--- src/rtl/r4m_pkg.sv ---
package r4m_pkg;

  // One recoded signed digit: magnitude one-hot over {1,2}, plus a sign.
  typedef struct packed {
    logic neg;
    logic one;
    logic two;
  } r4_digit_t;

endpackage

--- src/rtl/r4m_recode.sv ---
module r4m_recode
  import r4m_pkg::*;
(
  input  logic [2:0] win,
  output r4_digit_t  dig
);

  always_comb begin
    dig = '0;
    unique case (win)
      3'b001, 3'b010: dig.one = 1'b1;
      3'b011:         dig.two = 1'b1;
      3'b100:         begin dig.two = 1'b1; dig.neg = 1'b1; end
      3'b101, 3'b110: begin dig.one = 1'b1; dig.neg = 1'b1; end
      default:        dig = '0;
    endcase
  end

endmodule

--- src/rtl/r4m_step.sv ---
module r4m_step
  import r4m_pkg::*;
#(
  parameter int W = 8
) (
  input  logic [W+1:0] acc,
  input  logic [W-1:0] mcand,
  input  logic [W-1:0] mplr,
  input  r4_digit_t    dig,
  output logic [W+1:0] acc_nx,
  output logic [W-1:0] mplr_nx
);

  localparam int AW = W + 2;

  logic [AW-1:0] m_x1;
  logic [AW-1:0] m_x2;
  logic [AW-1:0] mag;
  logic [AW-1:0] addend;
  logic [AW-1:0] sum;

  always_comb begin
    m_x1   = {{2{mcand[W-1]}}, mcand};
    m_x2   = {mcand[W-1], mcand, 1'b0};
    mag    = dig.two ? m_x2 : (dig.one ? m_x1 : '0);
    addend = dig.neg ? (~mag + AW'(1)) : mag;
    sum    = acc + addend;
    // arithmetic right shift by two of {sum, mplr}
    acc_nx  = {{2{sum[AW-1]}}, sum[AW-1:2]};
    mplr_nx = {sum[1:0], mplr[W-1:2]};
  end

endmodule

--- src/rtl/r4m_ctrl.sv ---
module r4m_ctrl #(
  parameter int STEPS = 4
) (
  input  logic clk,
  input  logic rst_n,
  input  logic start,
  output logic busy,
  output logic done,
  output logic load_en,
  output logic step_en,
  output logic last_step
);

  localparam int CW = $clog2(STEPS) + 1;

  logic [CW-1:0] cnt_q, cnt_nx;
  logic          busy_q, busy_nx;
  logic          done_q, done_nx;

  always_comb begin
    load_en   = start & ~busy_q;
    step_en   = busy_q;
    last_step = busy_q & (cnt_q == CW'(STEPS - 1));

    busy_nx = busy_q;
    if (load_en)        busy_nx = 1'b1;
    else if (last_step) busy_nx = 1'b0;

    done_nx = last_step;

    cnt_nx = cnt_q;
    if (load_en)      cnt_nx = '0;
    else if (step_en) cnt_nx = cnt_q + CW'(1);
  end

  always_ff @(posedge clk or negedge rst_n) begin
    if (!rst_n) begin
      cnt_q  <= '0;
      busy_q <= 1'b0;
      done_q <= 1'b0;
    end else begin
      cnt_q  <= cnt_nx;
      busy_q <= busy_nx;
      done_q <= done_nx;
    end
  end

  assign busy = busy_q;
  assign done = done_q;

endmodule

--- src/rtl/r4_booth_mul.sv ---
module r4_booth_mul
  import r4m_pkg::*;
#(
  parameter int W = 8
) (
  input  logic           clk,
  input  logic           rst_n,
  input  logic           start,
  input  logic [W-1:0]   mcand_i,
  input  logic [W-1:0]   mplr_i,
  output logic           busy,
  output logic           done,
  output logic [2*W-1:0] product
);

  localparam int STEPS = W / 2;
  localparam int AW    = W + 2;
  localparam int PW    = 2 * W;

  logic load_en, step_en, last_step;

  logic [AW-1:0] acc_q, acc_d, acc_nx;
  logic [W-1:0]  mq_q, mq_d, mq_nx;
  logic          qm1_q, qm1_d;
  logic [W-1:0]  mcand_q, mcand_d;
  logic [PW-1:0] prod_q, prod_d;
  r4_digit_t     cur_dig;

  r4m_ctrl #(.STEPS(STEPS)) u_ctrl (
    .clk       (clk),
    .rst_n     (rst_n),
    .start     (start),
    .busy      (busy),
    .done      (done),
    .load_en   (load_en),
    .step_en   (step_en),
    .last_step (last_step)
  );

  r4m_recode u_rec (
    .win (({mq_q[1:0], qm1_q})),
    .dig (cur_dig)
  );

  r4m_step #(.W(W)) u_step (
    .acc     (acc_q),
    .mcand   (mcand_q),
    .mplr    (mq_q),
    .dig     (cur_dig),
    .acc_nx  (acc_nx),
    .mplr_nx (mq_nx)
  );

  always_comb begin
    acc_d   = acc_q;
    mq_d    = mq_q;
    qm1_d   = qm1_q;
    mcand_d = mcand_q;
    prod_d  = prod_q;
    if (load_en) begin
      acc_d   = '0;
      mq_d    = mplr_i;
      qm1_d   = 1'b0;
      mcand_d = mcand_i;
    end else if (step_en) begin
      acc_d = acc_nx;
      mq_d  = mq_nx;
      qm1_d = mq_q[1];
    end
    if (last_step) prod_d = {acc_nx[W-1:0], mq_nx};
  end

  always_ff @(posedge clk or negedge rst_n) begin
    if (!rst_n) begin
      acc_q   <= '0;
      mq_q    <= '0;
      qm1_q   <= 1'b0;
      mcand_q <= '0;
      prod_q  <= '0;
    end else begin
      acc_q   <= acc_d;
      mq_q    <= mq_d;
      qm1_q   <= qm1_d;
      mcand_q <= mcand_d;
      prod_q  <= prod_d;
    end
  end

  assign product = prod_q;

endmodule

--- config.mk ---
export PLATFORM = sky130hd
export DESIGN_NAME = r4_booth_mul
export DESIGN_NICKNAME = d
export VERILOG_FILES = /design/src/rtl/r4m_pkg.sv /design/src/rtl/r4m_recode.sv /design/src/rtl/r4m_step.sv /design/src/rtl/r4m_ctrl.sv /design/src/rtl/r4_booth_mul.sv
export SDC_FILE = /design/constraint.sdc
export NUM_CORES = 1
export LEC_CHECK = 0
export BUFFER_PORTS_ARGS = -buffer_cell sky130_fd_sc_hd__buf_2
export CAP_MARGIN = 10
export CORE_ASPECT_RATIO = 0.5
export CORE_MARGIN = 3
export CORE_UTILIZATION = 35
export DETAILED_ROUTE_END_ITERATION = 8
export PLACE_DENSITY = 0.61
export SLEW_MARGIN = 20
export SYNTH_ARGS = -nofsm -noshare
export SYNTH_HDL_FRONTEND = slang
export SYNTH_SLANG_ARGS = --single-unit
--- constraint.sdc ---
create_clock -name clk -period 8.4 [get_ports clk]
set_input_delay 0.84 -clock clk [delete_from_list [all_inputs] [get_ports clk]]
set_output_delay 0.84 -clock clk [all_outputs]
set_load 0.02 [all_outputs]
# --- After elaboration in Yosys (flattened, before gate mapping) ---
# Cells that the tools add are included.
word_totals:
  regBits: 48
  inputBits: 19
classes:
  add_sub_neg: 3
  n_eq_ne: 7
  muxes: 16
  n_bitwise: 4
  reduce_logical: 5
ops:
  columns: ["op", "n"]
  rows:
  - ["$mux 10", 5]
  - ["$mux 8", 2]
  - ["$add 10x1->10 const B", 1]
  - ["$add 10x10->10", 1]
  - ["$not 10->10", 1]
  - ["$eq 3x2->1 const B", 3]
  - ["$eq 3x3->1 const B", 3]
  - ["$mux 1", 7]
  - ["$mux 3", 2]
  - ["$reduce_bool 2->1", 2]
  - ["$reduce_or 4->1", 1]
  - ["$add 3x1->3 const B", 1]
  - ["$eq 3x1->1 const B", 1]
  - ["$reduce_or 3->1", 1]
  - ["$and 1x1->1", 2]
  - ["$reduce_or 2->1", 1]
  - ["$not 1->1", 1]

# --- Longest topological paths before layout ---
# Gate-level depths: netlist of the first run.
depth:
  ltp_word: 11
  mapped_depth: 17

# --- Hierarchy ---
# Synthesis of the first run repeated with hierarchy kept, for this count alone.
unflattened:
  hier_cells: 250
  area_unflattened_um2: 2798.9
by_module_without_submodules:
  columns: ["module", "instances", "cells_per_inst", "area_per_inst_um2", "seq_area_each_um2"]
  rows:
  - ["r4_booth_mul", 1, 121, 1788.0, 1076.0]
  - ["r4m_step", 1, 106, 757.0, 0.0]
  - ["r4m_ctrl", 1, 18, 222.7, 125.1]
  - ["r4m_recode", 1, 5, 31.3, 0.0]

# --- Worst setup path before layout of the first run ---
# Ideal clock, no wire load.
synth_path:
  path_type: "reg2reg"
  start: "register mq_q[0]"
  end: "register prod_q[14] (netlist: product[14])"
  setup_ns: 0.069
  arrival_ns: 3.407
  required_time_ns: 8.331
  path_slack_ns: 4.924
  stages_incl_launch_ff: 17
  synth_period_minus_slack_ns: 3.476
  cell_sequence: "dfrtp_1 > inv_1 > ha_1 > mux2i_2 > buf_4 > and3_1 > a21oi_1 > ha_1 > nor2_1 > a21oi_1 > fa_1 > a21o_1 > a21oi_1 > o21bai_1 > a211o_1 > a2111o_1 > nand3_1"
synth_via:
  elab_chain_cells: 9
synth_lines:
  columns: ["item", "line_no", "rtl"]
  rows:
  - ["from (decl)", "r4_booth_mul.sv:23", "logic [W-1:0] mq_q, mq_d, mq_nx;"]
  - ["from (signal assigned)", "r4_booth_mul.sv:82", "mq_q <= mq_d;"]
  - ["$eq 3x1->1, or another cell as far along", "r4m_recode.sv:10", "unique case (win)"]
  - ["$reduce_or 4->1 (no line)", null, null]
  - ["$mux 1", "r4m_recode.sv:10", null]
  - ["$mux 10 (2 in series)", "r4m_step.sv:25", "mag = dig.two ? m_x2 : (dig.one ? m_x1 : '0);"]
  - ["$not 10->10", "r4m_step.sv:26", "addend = dig.neg ? (~mag + AW'(1)) : mag;"]
  - ["$add 10x1->10", "r4m_step.sv:26", null]
  - ["$mux 10 *", "r4m_step.sv:26", null]
  - ["$add 10x10->10 *", "r4m_step.sv:27", "sum = acc + addend;"]
  - ["to (signal assigned)", "r4_booth_mul.sv:85", "prod_q <= prod_d;"]
  - ["to (decl)", "r4_booth_mul.sv:26", "logic [PW-1:0] prod_q, prod_d;"]
# Every way passes the cells marked *; elsewhere a longest branch is shown, timed or not.
# A chain may end at the register's enable or synchronous reset.

# --- Worst setup path after layout of the first run ---
# Ends and elaborated chain as after synthesis.

==> impl_metrics.tcl, run 1 <==
set metrics [dict create \
    run_status "finished clean" \
    async_set_or_reset_register_ratio_after_synthesis_pct 100 \
    hold_path_class "flip-flop to flip-flop" \
    worstHoldStart "product[8]" \
    synthCells 262 \
    synth.ff_latch_count 46 \
    pre_cts_ws_ns 4.57 \
    finalCritPeriodShare_pct 46.3 \
    timing_worst_setup_path_type "flip-flop to flip-flop" \
    critPathCaptureType "flip-flop" \
    cts.htree.levels 2 \
    postCtsSetupRepairBufs 0 \
    layout-drive-gt1-share_pct 24.4 \
    antenna_found_initial 0 \
    met3_wl_post_dr_um 273 \
    clk_latency_ns 0.29 \
    crit_fanout 13 \
    finish.net_count 334 \
    netlist-cell-type-count 48 \
    clock_sink_count 46 \
    hold_viol_final 0 \
    pin_count_of_the_biggest_net_entering_global_routing 47 \
    port-buffer-count 36 \
    setup_viol 0 \
    hold_slack_ns 0.492 \
    routed_wl_um 6050 \
    final.setup_skew_ns 0.0104 \
    met2_length_um 2560 \
    drt_iter0_markers 100 \
    maxUsedRoutingLayer "met4" \
    reg2regPathDepth 15 \
    postCtsResizedCells 0 \
    flow.area_growth_from_synthesis_pct 15.2 \
    layout_min_cycle_time_ns 3.89 \
    grt_setup_unrepaired "no" \
    worst_r2r_startpoint "mq_q[0]" \
    max_slew_vio_count 0 \
    timing.critical_path.arrival_ns 4.11 \
    diodes 0 \
    design.die.area_um2 8820 \
    worst-r2r-setup-slack_ns 4.51 \
    grtUsageTotal_pct 14.4 \
    syn_area_cell_um2 10.2 \
    mappedNetlistArea_um2 2680 \
    core_region_area_um2 7040 \
    gp_congestion 0.852 \
    chipHeight_um 67.9 \
    deepest_clock_path_buffer_count 2 \
    start_util_pct 38.1 \
    timing.hold.worst_path_depth 2 \
    cts.clk_slew.worst_paths_ns 0.07 \
    synth_nets 298 \
    finalSetupTns_ns 0 \
    crit_path_start_kind "flip-flop" \
    synth_edf_count 0 \
    hold-path-endpoint "product[8]" \
    first_pass_grt_wire_length_um 9950 \
    synth_top_flop_cell "sky130_fd_sc_hd__dfrtp_1" \
    fp-row-count 21 \
    cts_root_buffer "sky130_fd_sc_hd__clkbuf_16" \
    tightest_pin_transition_ns 0.805 \
    routed_wire_length_per_instance_um 15.5 \
    setup_slack_ns 4.51 \
    drv.max_cap_violation_count 0 \
    detailedRoute.firstPassIterationCount 4 \
    design.portCount 37 \
    timing.critical_path.required_ns 8.62 \
    met1Wirelength_um 3150 \
    grt.overflow.total 0 \
    route.detailed.vias_per_inst 5.33 \
    dieWidth_um 130 \
    share_of_the_yosys_chip_area_belonging_to_registers_pct 42.9 \
    detailed_place_hpwl_um 4500 \
    cts_tree "done" \
    detail-route-antenna-nets 0 \
    route.vias.total 2083 \
    rr_endpoint "product[14]" \
    grt_pass1_vias 2001 \
    slew_headroom_pct 46.1 \
    tritoncts.num_buffers 5 \
    remaining_drc_errors 0 \
    holdBufCountCts 0 \
    ys_warn_count 0 \
    max_freq_mhz 257 \
]
==> Yosys cell counts, types with 2 or more instances <==
cell / instances / area share, %
sky130_fd_sc_hd__nand4_1: 3 / 0.70
sky130_fd_sc_hd__o31ai_1: 5 / 1.4
sky130_fd_sc_hd__o21a_1: 2 / 0.56
sky130_fd_sc_hd__a21o_1: 2 / 0.56
sky130_fd_sc_hd__nor2b_1: 2 / 0.47
sky130_fd_sc_hd__xnor2_1: 10 / 3.3
sky130_fd_sc_hd__nand2_1: 29 / 4.1
sky130_fd_sc_hd__a31oi_1: 3 / 0.70
sky130_fd_sc_hd__nand2b_1: 2 / 0.47
sky130_fd_sc_hd__nand3_1: 4 / 0.75
sky130_fd_sc_hd__a22o_1: 6 / 2.0
sky130_fd_sc_hd__inv_1: 11 / 1.5
sky130_fd_sc_hd__ha_1: 16 / 7.5
sky130_fd_sc_hd__a2111o_1: 2 / 0.84
sky130_fd_sc_hd__clkbuf_1: 5 / 0.70
sky130_fd_sc_hd__a21oi_1: 16 / 3.0
sky130_fd_sc_hd__dfrtp_1: 46 / 43
sky130_fd_sc_hd__mux2_2: 19 / 8.0
sky130_fd_sc_hd__xor2_1: 2 / 0.65
sky130_fd_sc_hd__mux2i_1: 10 / 3.7
sky130_fd_sc_hd__nor4_1: 2 / 0.47
sky130_fd_sc_hd__and3_1: 7 / 1.6
sky130_fd_sc_hd__nor2_1: 13 / 1.8
sky130_fd_sc_hd__or3_1: 2 / 0.47
sky130_fd_sc_hd__o21ai_0: 20 / 3.7
==> flip-flops by register name (all words and copies together), names as in the netlist <==
signal        flops
mq_q              8
u_ctrl.busy       1
qm1_q             1
mcand_q           8
u_ctrl.done       1
product          16
u_ctrl.cnt_q      3
acc_q             8
==> final cells by class <==
type                       instances  area, um2
clock buffer                       5        125
clock inverter                     3       18.8
fill                             689       3950
inverter                          12       45.0
multi-input combinational        195       1440
sequential                        46       1150
tap                               92        115
timing repair buffer              38        198
==> metrics by stage <==
stage / cell area (um2) / utilization, % / instances
6_report: 3090 / 43.9 / 391
5_1_grt: 3090 / 43.9 / 391
4_1_cts: 3090 / 43.9 / 391
3_5_place_dp: 2950 / 41.8 / 383
3_3_place_gp: 2950 / 41.8 / 383
2_1_floorplan: 2680 / - / 262
==> cells in the final DEF (no fill, tap or decap), types with 6 or more instances in the layout <==
| master | instances |
|---|---|
| sky130_fd_sc_hd__a22o_1 | 6 |
| sky130_fd_sc_hd__and3_1 | 7 |
| sky130_fd_sc_hd__mux2_2 | 19 |
| sky130_fd_sc_hd__buf_2 | 35 |
| sky130_fd_sc_hd__mux2i_1 | 10 |
| sky130_fd_sc_hd__a21oi_1 | 16 |
| sky130_fd_sc_hd__ha_1 | 16 |
| sky130_fd_sc_hd__nand2_1 | 29 |
| sky130_fd_sc_hd__nor2_1 | 13 |
| sky130_fd_sc_hd__dfrtp_1 | 46 |
| sky130_fd_sc_hd__xnor2_1 | 10 |
| sky130_fd_sc_hd__o21ai_0 | 20 |
| sky130_fd_sc_hd__inv_1 | 11 |
==> worst max-delay path, stage by stage, from the launching register on <==
cell and delay (ns):
sky130_fd_sc_hd__dfrtp_1 0.41, sky130_fd_sc_hd__inv_1 0.08, sky130_fd_sc_hd__ha_1 0.25, sky130_fd_sc_hd__mux2i_2 0.56, sky130_fd_sc_hd__and3_1 0.24, sky130_fd_sc_hd__a21oi_1 0.06
sky130_fd_sc_hd__ha_1 0.30, sky130_fd_sc_hd__nor2_1 0.10, sky130_fd_sc_hd__a21oi_1 0.07, sky130_fd_sc_hd__fa_1 0.45, sky130_fd_sc_hd__a21o_1 0.17, sky130_fd_sc_hd__a21oi_1 0.21
sky130_fd_sc_hd__o21bai_1 0.11, sky130_fd_sc_hd__a211o_1 0.35, sky130_fd_sc_hd__a2111o_1 0.37, sky130_fd_sc_hd__nand3_1 0.09
==> logic make-up after synthesis <==
family / synth area share [%]
adder cells (fa/ha/maj): 8.21
multiplexers: 13.2
AND/OR/NAND/NOR: 12.6
XOR/XNOR: 3.92
flip-flops: 42.9
AO/OA/AOI/OAI: 15.7
buffers and inverters: 3.50
==> worst max path at each step <==
stage                 start  depth (start not counted)  slack [ns]     endpoint
floorplan           mq_q[0]                         16        4.92  product[14]
global placement    mq_q[0]                         15        4.67  product[14]
detailed placement  mq_q[0]                         15        4.57     acc_q[6]
CTS                 mq_q[0]                         15        4.53  product[14]
global route        mq_q[0]                         16        4.29     acc_q[8]
finish              mq_q[0]                         15        4.51  product[14]
==> per-layer routing <==
layer	global-route usage, %	up-vias
met5	0	-
met4	3.76	0
met3	3.82	7
met2	22.4	40
met1	19.9	1023
li1	-	1013
Power of run 1 is left out: the tool's default activity adds up to more than one toggle a clock period on the data nets, which glitch-free logic cannot reach.
==> run 2, diff against run 1 <==
==> constraint.sdc (replaced) <==
create_clock -name clk -period 3.95 [get_ports clk]
set_input_delay 0.395 -clock clk [delete_from_list [all_inputs] [get_ports clk]]
set_output_delay 0.395 -clock clk [all_outputs]
set_load 0.02 [all_outputs]
==> impl_metrics.tcl, run 2 (synthesized netlist as in run 1, its figures left out) <==
set metrics [dict create \
    clk_latency_ns 0.29 \
    grt_setup_unrepaired "no" \
    timing.critical_path.arrival_ns 3.84 \
    antenna_found_initial 0 \
    reg2regPathDepth 15 \
    grt.overflow.total 0 \
    slowest_stage "sky130_fd_sc_hd__fa_1" \
    diodes 0 \
    worst_path_most_repeated_cell "sky130_fd_sc_hd__a21oi_1" \
    setup_viol 0 \
    route.vias.total 2043 \
    design.die.area_um2 8820 \
    remaining_drc_errors 0 \
    crit_fanout 7 \
    dieWidth_um 130 \
    hold_path_class "primary input to asynchronous set/reset pin" \
    postCtsSetupRepairBufs 0 \
    detail-route-antenna-nets 0 \
    port-buffer-count 36 \
    crit_path_start_kind "flip-flop" \
    deepest_clock_path_buffer_count 2 \
    holdBufCountCts 0 \
    clock_sink_count 46 \
    max_freq_mhz 277 \
    finalSetupTns_ns 0 \
    flow.area_growth_from_synthesis_pct 15.6 \
    routed_wire_length_per_instance_um 15.2 \
    chipHeight_um 67.9 \
    worstPathCellList "inv_1 -> ha_1 -> mux2i_2 -> and3_1 -> a21oi_1 -> ha_1 -> nor2_1 -> a21oi_1 -> fa_1 -> a21o_1 -> a21oi_1 -> o21bai_1 -> a211o_1 -> a2111o_1 -> nand3_1" \
    post-place-cells 384 \
    drt_iter0_markers 83 \
    timing.critical_path.required_ns 4.17 \
    pin_count_of_the_biggest_net_entering_global_routing 47 \
    slowest_delay_ns 0.45 \
    cts.clk_slew.worst_paths_ns 0.07 \
    critPathBufInv 1 \
    largest_register_ffs 16 \
    detailedRoute.firstPassIterationCount 4 \
    layout_min_cycle_time_ns 3.61 \
    max_slew_vio_count 0 \
    start_util_pct 38.1 \
    layoutNonFillerInstCount 392 \
    layout.core_utilization_pct 44.0 \
    timing_worst_setup_path_type "flip-flop to flip-flop" \
    final.setup_skew_ns 0.00809 \
    layout.cells.most_common_list "46 x sky130_fd_sc_hd__dfrtp_1, 35 x sky130_fd_sc_hd__buf_2, 29 x sky130_fd_sc_hd__nand2_1, 20 x sky130_fd_sc_hd__o21ai_0, 19 x sky130_fd_sc_hd__mux2_2" \
    detailed_place_hpwl_um 4410 \
    cts_tree "done" \
    first_pass_grt_wire_length_um 9990 \
    postCtsResizedCells 0 \
    route.detailed.vias_per_inst 5.21 \
    worst-r2r-setup-slack_ns 0.34 \
    drv.max_cap_violation_count 0 \
    design.portCount 37 \
    core_region_area_um2 7040 \
    hold_viol_final 0 \
    layout-drive-gt1-share_pct 24.7 \
    gp_congestion 0.899 \
    tightest_pin_transition_ns 0.998 \
    slew_headroom_pct 33.5 \
    worst_r2r_startpoint "mq_q[0]" \
    layout.cells.most_common "sky130_fd_sc_hd__dfrtp_1" \
    tritoncts.num_buffers 5 \
    rr_endpoint "product[14]" \
    routed_wl_um 5970 \
    critPathCaptureType "flip-flop" \
    top_family_by_delay_on_critical_path "compound AO/OA/AOI/OAI gates" \
    cts.htree.levels 2 \
    fp-row-count 21 \
    finish.net_count 335 \
    cts_root_buffer "sky130_fd_sc_hd__clkbuf_16" \
    finalCritPeriodShare_pct 91.5 \
    run_status "finished clean" \
    grt_pass1_vias 2002 \
    grtUsageTotal_pct 14.7 \
]
==> run 2: cell count changes in the layout (fill, tap and decap cells not counted) <==
cell                         delta
sky130_fd_sc_hd__inv_6          -1
sky130_fd_sc_hd__clkinv_4       +1
sky130_fd_sc_hd__buf_4          +1
sky130_fd_sc_hd__clkinvlp_4     +1
sky130_fd_sc_hd__clkinv_2       -1
==> run 2: worst max-delay path by stage <==
| stage | from | to | slack (ns) | depth (start not counted) |
|---|---|---|---|---|
| 2_1_floorplan | mq_q[0] | product[14] | 0.47 | 16 |
| 3_3_place_gp | mq_q[0] | acc_q[6] | 0.47 | 15 |
| 3_5_place_dp | mq_q[0] | product[14] | 0.36 | 15 |
| 4_1_cts | mq_q[0] | product[14] | 0.33 | 15 |
| 5_1_grt | mq_q[0] | product[14] | 0.03 | 15 |
| 6_report | mq_q[0] | product[14] | 0.34 | 15 |
==> run 2: final cells by class <==
cell class / count / area, um2
clock buffer: 5 / 125
clock inverter: 3 / 21.3
fill: 694 / 3940
inverter: 12 / 45.0
multi-input combinational: 195 / 1440
sequential: 46 / 1150
tap: 92 / 115
timing repair buffer: 39 / 205
==> run 2: metrics by stage <==
step / worst slack, ns / area, um2 / hold slack (ns)
final: 0.337 / 3100 / 0.101
after global routing: 0.0287 / 3100 / 0.149
after CTS: 0.331 / 3100 / 0.306
after detailed placement: 0.360 / 2950 / 0.483
after global placement: 0.468 / 2950 / 0.471
after floorplan: 0.474 / 2680 / 0.0994
==> run 2: layer usage <==
metal	track usage (%)	part of all wire [%]	vias to the layer above
li1	-	-	1014
met5	0	0	-
met1	20.3	53	988
met4	4.15	0.95	0
met2	22.6	42	36
met3	4.60	4.5	5
Power of run 2 is left out for the same reason.
==> run 3, diff against run 2 <==
--- a/config.mk
+++ b/config.mk
@@ -5,10 +5,11 @@
 export SDC_FILE = /design/constraint.sdc
 export NUM_CORES = 1
 export LEC_CHECK = 0
+export ABC_AREA = 1
 export BUFFER_PORTS_ARGS = -buffer_cell sky130_fd_sc_hd__buf_2
 export CAP_MARGIN = 10
 export CORE_ASPECT_RATIO = 0.5
-export CORE_MARGIN = 3
+export CORE_MARGIN = 2
 export CORE_UTILIZATION = 35
 export DETAILED_ROUTE_END_ITERATION = 8
 export PLACE_DENSITY = 0.61
==> impl_metrics.tcl, run 3 <==
set metrics [dict create \
    cts.htree.levels 2 \
    layout.cells.most_common_list "98 x sky130_fd_sc_hd__nand2_1, 46 x sky130_fd_sc_hd__dfrtp_1, 37 x sky130_fd_sc_hd__inv_1, 35 x sky130_fd_sc_hd__buf_2, 28 x sky130_fd_sc_hd__o21ai_0" \
    run_status "finished clean" \
    dominant_combinational_cell_family_by_area_after_synthesis "simple AND/OR/NAND/NOR gates" \
    chipHeight_um 64.9 \
    drt_iter0_markers 138 \
    antenna_found_initial 0 \
    diodes 0 \
    crit_path_start_kind "flip-flop" \
    synth.ff_latch_count 46 \
    route.vias.total 2059 \
    flow.area_growth_from_synthesis_pct 15.6 \
    detail-route-antenna-nets 0 \
    hold_viol_final 0 \
    synth_edf_count 0 \
    tritoncts.num_buffers 5 \
    detailed_place_hpwl_um 4010 \
    crit_fanout 8 \
    globalRouteMet3Util_pct 3.47 \
    postCtsSetupRepairBufs 0 \
    postCtsResizedCells 0 \
    gr-usage-met1_pct 19.7 \
    setup_viol 0 \
    final.setup_skew_ns 0.00512 \
    tightest_pin_transition_ns 0.836 \
    critPathCaptureType "flip-flop" \
    remaining_drc_errors 0 \
    grt_setup_unrepaired "no" \
    routed_wire_length_per_instance_um 11.9 \
    detailedRoute.firstPassIterationCount 4 \
    timing_worst_setup_path_type "flip-flop to flip-flop" \
    synth.largest_area_cell "sky130_fd_sc_hd__dfrtp_1" \
    pre_cts_ws_ns 0.584 \
    share_of_the_yosys_chip_area_belonging_to_registers_pct 44.3 \
    async_set_or_reset_register_ratio_after_synthesis_pct 100 \
    synth_top_cell_area_share_pct 44.3 \
    drv.max_cap_violation_count 0 \
    mappedNetlistArea_um2 2600 \
    deepest_clock_path_buffer_count 2 \
    synth_nets 354 \
    synth_fa_ha_area_share_pct 8.47 \
    grtUsageTotal_pct 14.4 \
    ys_warn_count 0 \
    max_freq_mhz 294 \
    finalCritPeriodShare_pct 86.0 \
    finalSetupTns_ns 0 \
    yosys-top-cells-area "sky130_fd_sc_hd__dfrtp_1 44%, sky130_fd_sc_hd__nand2_1 14%, sky130_fd_sc_hd__ha_1 7.7%" \
    slew_headroom_pct 44.1 \
    port-buffer-count 36 \
    hold_path_class "primary input to asynchronous set/reset pin" \
    global_route.peak_usage_layer "met2" \
    syn_area_cell_um2 8.17 \
    max_slew_vio_count 0 \
    synth_top_flop_cell "sky130_fd_sc_hd__dfrtp_1" \
    grt.overflow.total 0 \
    post_synthesis_xor_xnor_area_fraction_pct 4.38 \
    timing.critical_path.arrival_ns 3.53 \
    cts_tree "done" \
    routed_wl_um 5350 \
    pin_count_of_the_biggest_net_entering_global_routing 47 \
    gp_congestion 0.827 \
    gr_met2_demand_resource_pct 23.0 \
    route.detailed.vias_per_inst 4.57 \
    holdBufCountCts 0 \
    synth_most_common_cell "sky130_fd_sc_hd__nand2_1" \
    setup_slack_ns 0.552 \
    netlist-cell-type-count 32 \
    grt_pass1_vias 2011 \
    finish.net_count 390 \
    design.die.area_um2 8170 \
    cts_root_buffer "sky130_fd_sc_hd__clkbuf_16" \
    design.portCount 37 \
    core_region_area_um2 7270 \
    synth_common_cells "98 x sky130_fd_sc_hd__nand2_1, 46 x sky130_fd_sc_hd__dfrtp_1, 37 x sky130_fd_sc_hd__inv_1" \
    start_util_pct 35.8 \
    synth-compound-area-share_pct 12.2 \
    first_pass_grt_wire_length_um 9440 \
    cts.clk_slew.worst_paths_ns 0.06 \
    fill_cells 755 \
    layout_min_cycle_time_ns 3.40 \
    layout.cells.most_common "sky130_fd_sc_hd__nand2_1" \
    timing.critical_path.required_ns 4.08 \
    hold_slack_ns 0.108 \
    clock_sink_count 46 \
    synthCells 318 \
    largest_register_ffs 16 \
    fp-row-count 22 \
    yosys-mux-area-fraction_pct 0 \
    dieWidth_um 126 \
    synth-simple-area-share_pct 23.1 \
    clk_latency_ns 0.28 \
    layout-drive-gt1-share_pct 16.6 \
]
## run 3: cell count changes after synthesis, sizes merged, moves of 4 or more
cell,previous run,this run
mux2,21,0
nand2,29,108
and3,7,0
o21ai,21,29
xnor2,10,4
inv,12,39
a21oi,16,9
mux2i,11,0
xor2,2,9
o221ai,0,7
o31ai,5,1
a22o,6,1
nand3,4,16
## run 3: metrics by stage
stage,cell area [um2],util (%),cells
finish,3000,41.3,451
floorplan,2600,-,318
detailed placement,2860,39.3,443
global placement,2860,39.3,443
CTS,3000,41.3,451
global route,3000,41.3,451
## run 3: cells by family after synthesis
logic type | after synthesis
AOI/OAI and AO/OA | 54
and+or+nand+nor | 140
buffers and inverters | 48
adders and majority gates | 17
xor gates and xnor gates | 13
DFF | 46
## run 3: cell type report
| class | count | area (um2) | share of cell area (%) |
|---|---|---|---|
| Multi-Input combinational cell | 224 | 1250 | 41.6 |
| Timing Repair Buffer | 37 | 190 | 6.33 |
| Tap cell | 96 | 120 | 4.00 |
| Sequential cell | 46 | 1150 | 38.3 |
| Clock buffer | 6 | 129 | 4.29 |
| Clock inverter | 2 | 13.8 | 0.458 |
| Inverter | 40 | 150 | 5.00 |
## run 3: worst paths after layout
path                       startpoint          end  slack, ns  cells after the start
max                           mq_q[0]  product[13]       0.55                     17
min in group clk           mcand_i[3]   mcand_q[3]       0.30                      3
max in group asynchronous       rst_n   product[2]       3.44                      1
min reg2reg                product[6]   product[6]       0.48                      2
max reg2reg                   mq_q[0]  product[13]       0.55                     17
min                             rst_n     acc_q[5]       0.11                      1
## run 3: worst max-delay path, cell delays in order (launching register included)
cell and delay (ns):
sky130_fd_sc_hd__dfrtp_1 0.37, sky130_fd_sc_hd__inv_1 0.09, sky130_fd_sc_hd__ha_1 0.43, sky130_fd_sc_hd__nand2_1 0.09, sky130_fd_sc_hd__nand3_1 0.10, sky130_fd_sc_hd__nand2_2 0.08
sky130_fd_sc_hd__ha_1 0.21, sky130_fd_sc_hd__or2_2 0.30, sky130_fd_sc_hd__xnor2_1 0.13, sky130_fd_sc_hd__inv_1 0.06, sky130_fd_sc_hd__ha_1 0.34, sky130_fd_sc_hd__a21oi_1 0.22
sky130_fd_sc_hd__o21ai_0 0.12, sky130_fd_sc_hd__a21oi_1 0.23, sky130_fd_sc_hd__nor2_1 0.07, sky130_fd_sc_hd__nor2_1 0.12, sky130_fd_sc_hd__xor2_1 0.18, sky130_fd_sc_hd__o21ai_0 0.09
## run 3: per-layer routing
layer  share of wire [%]  up-vias
li1                    -     1092
met1                  54      937
met2                  42       25
met3                 3.3        5
met4                 1.0        0
met5                   0        -
Power of run 3 is left out for the same reason.
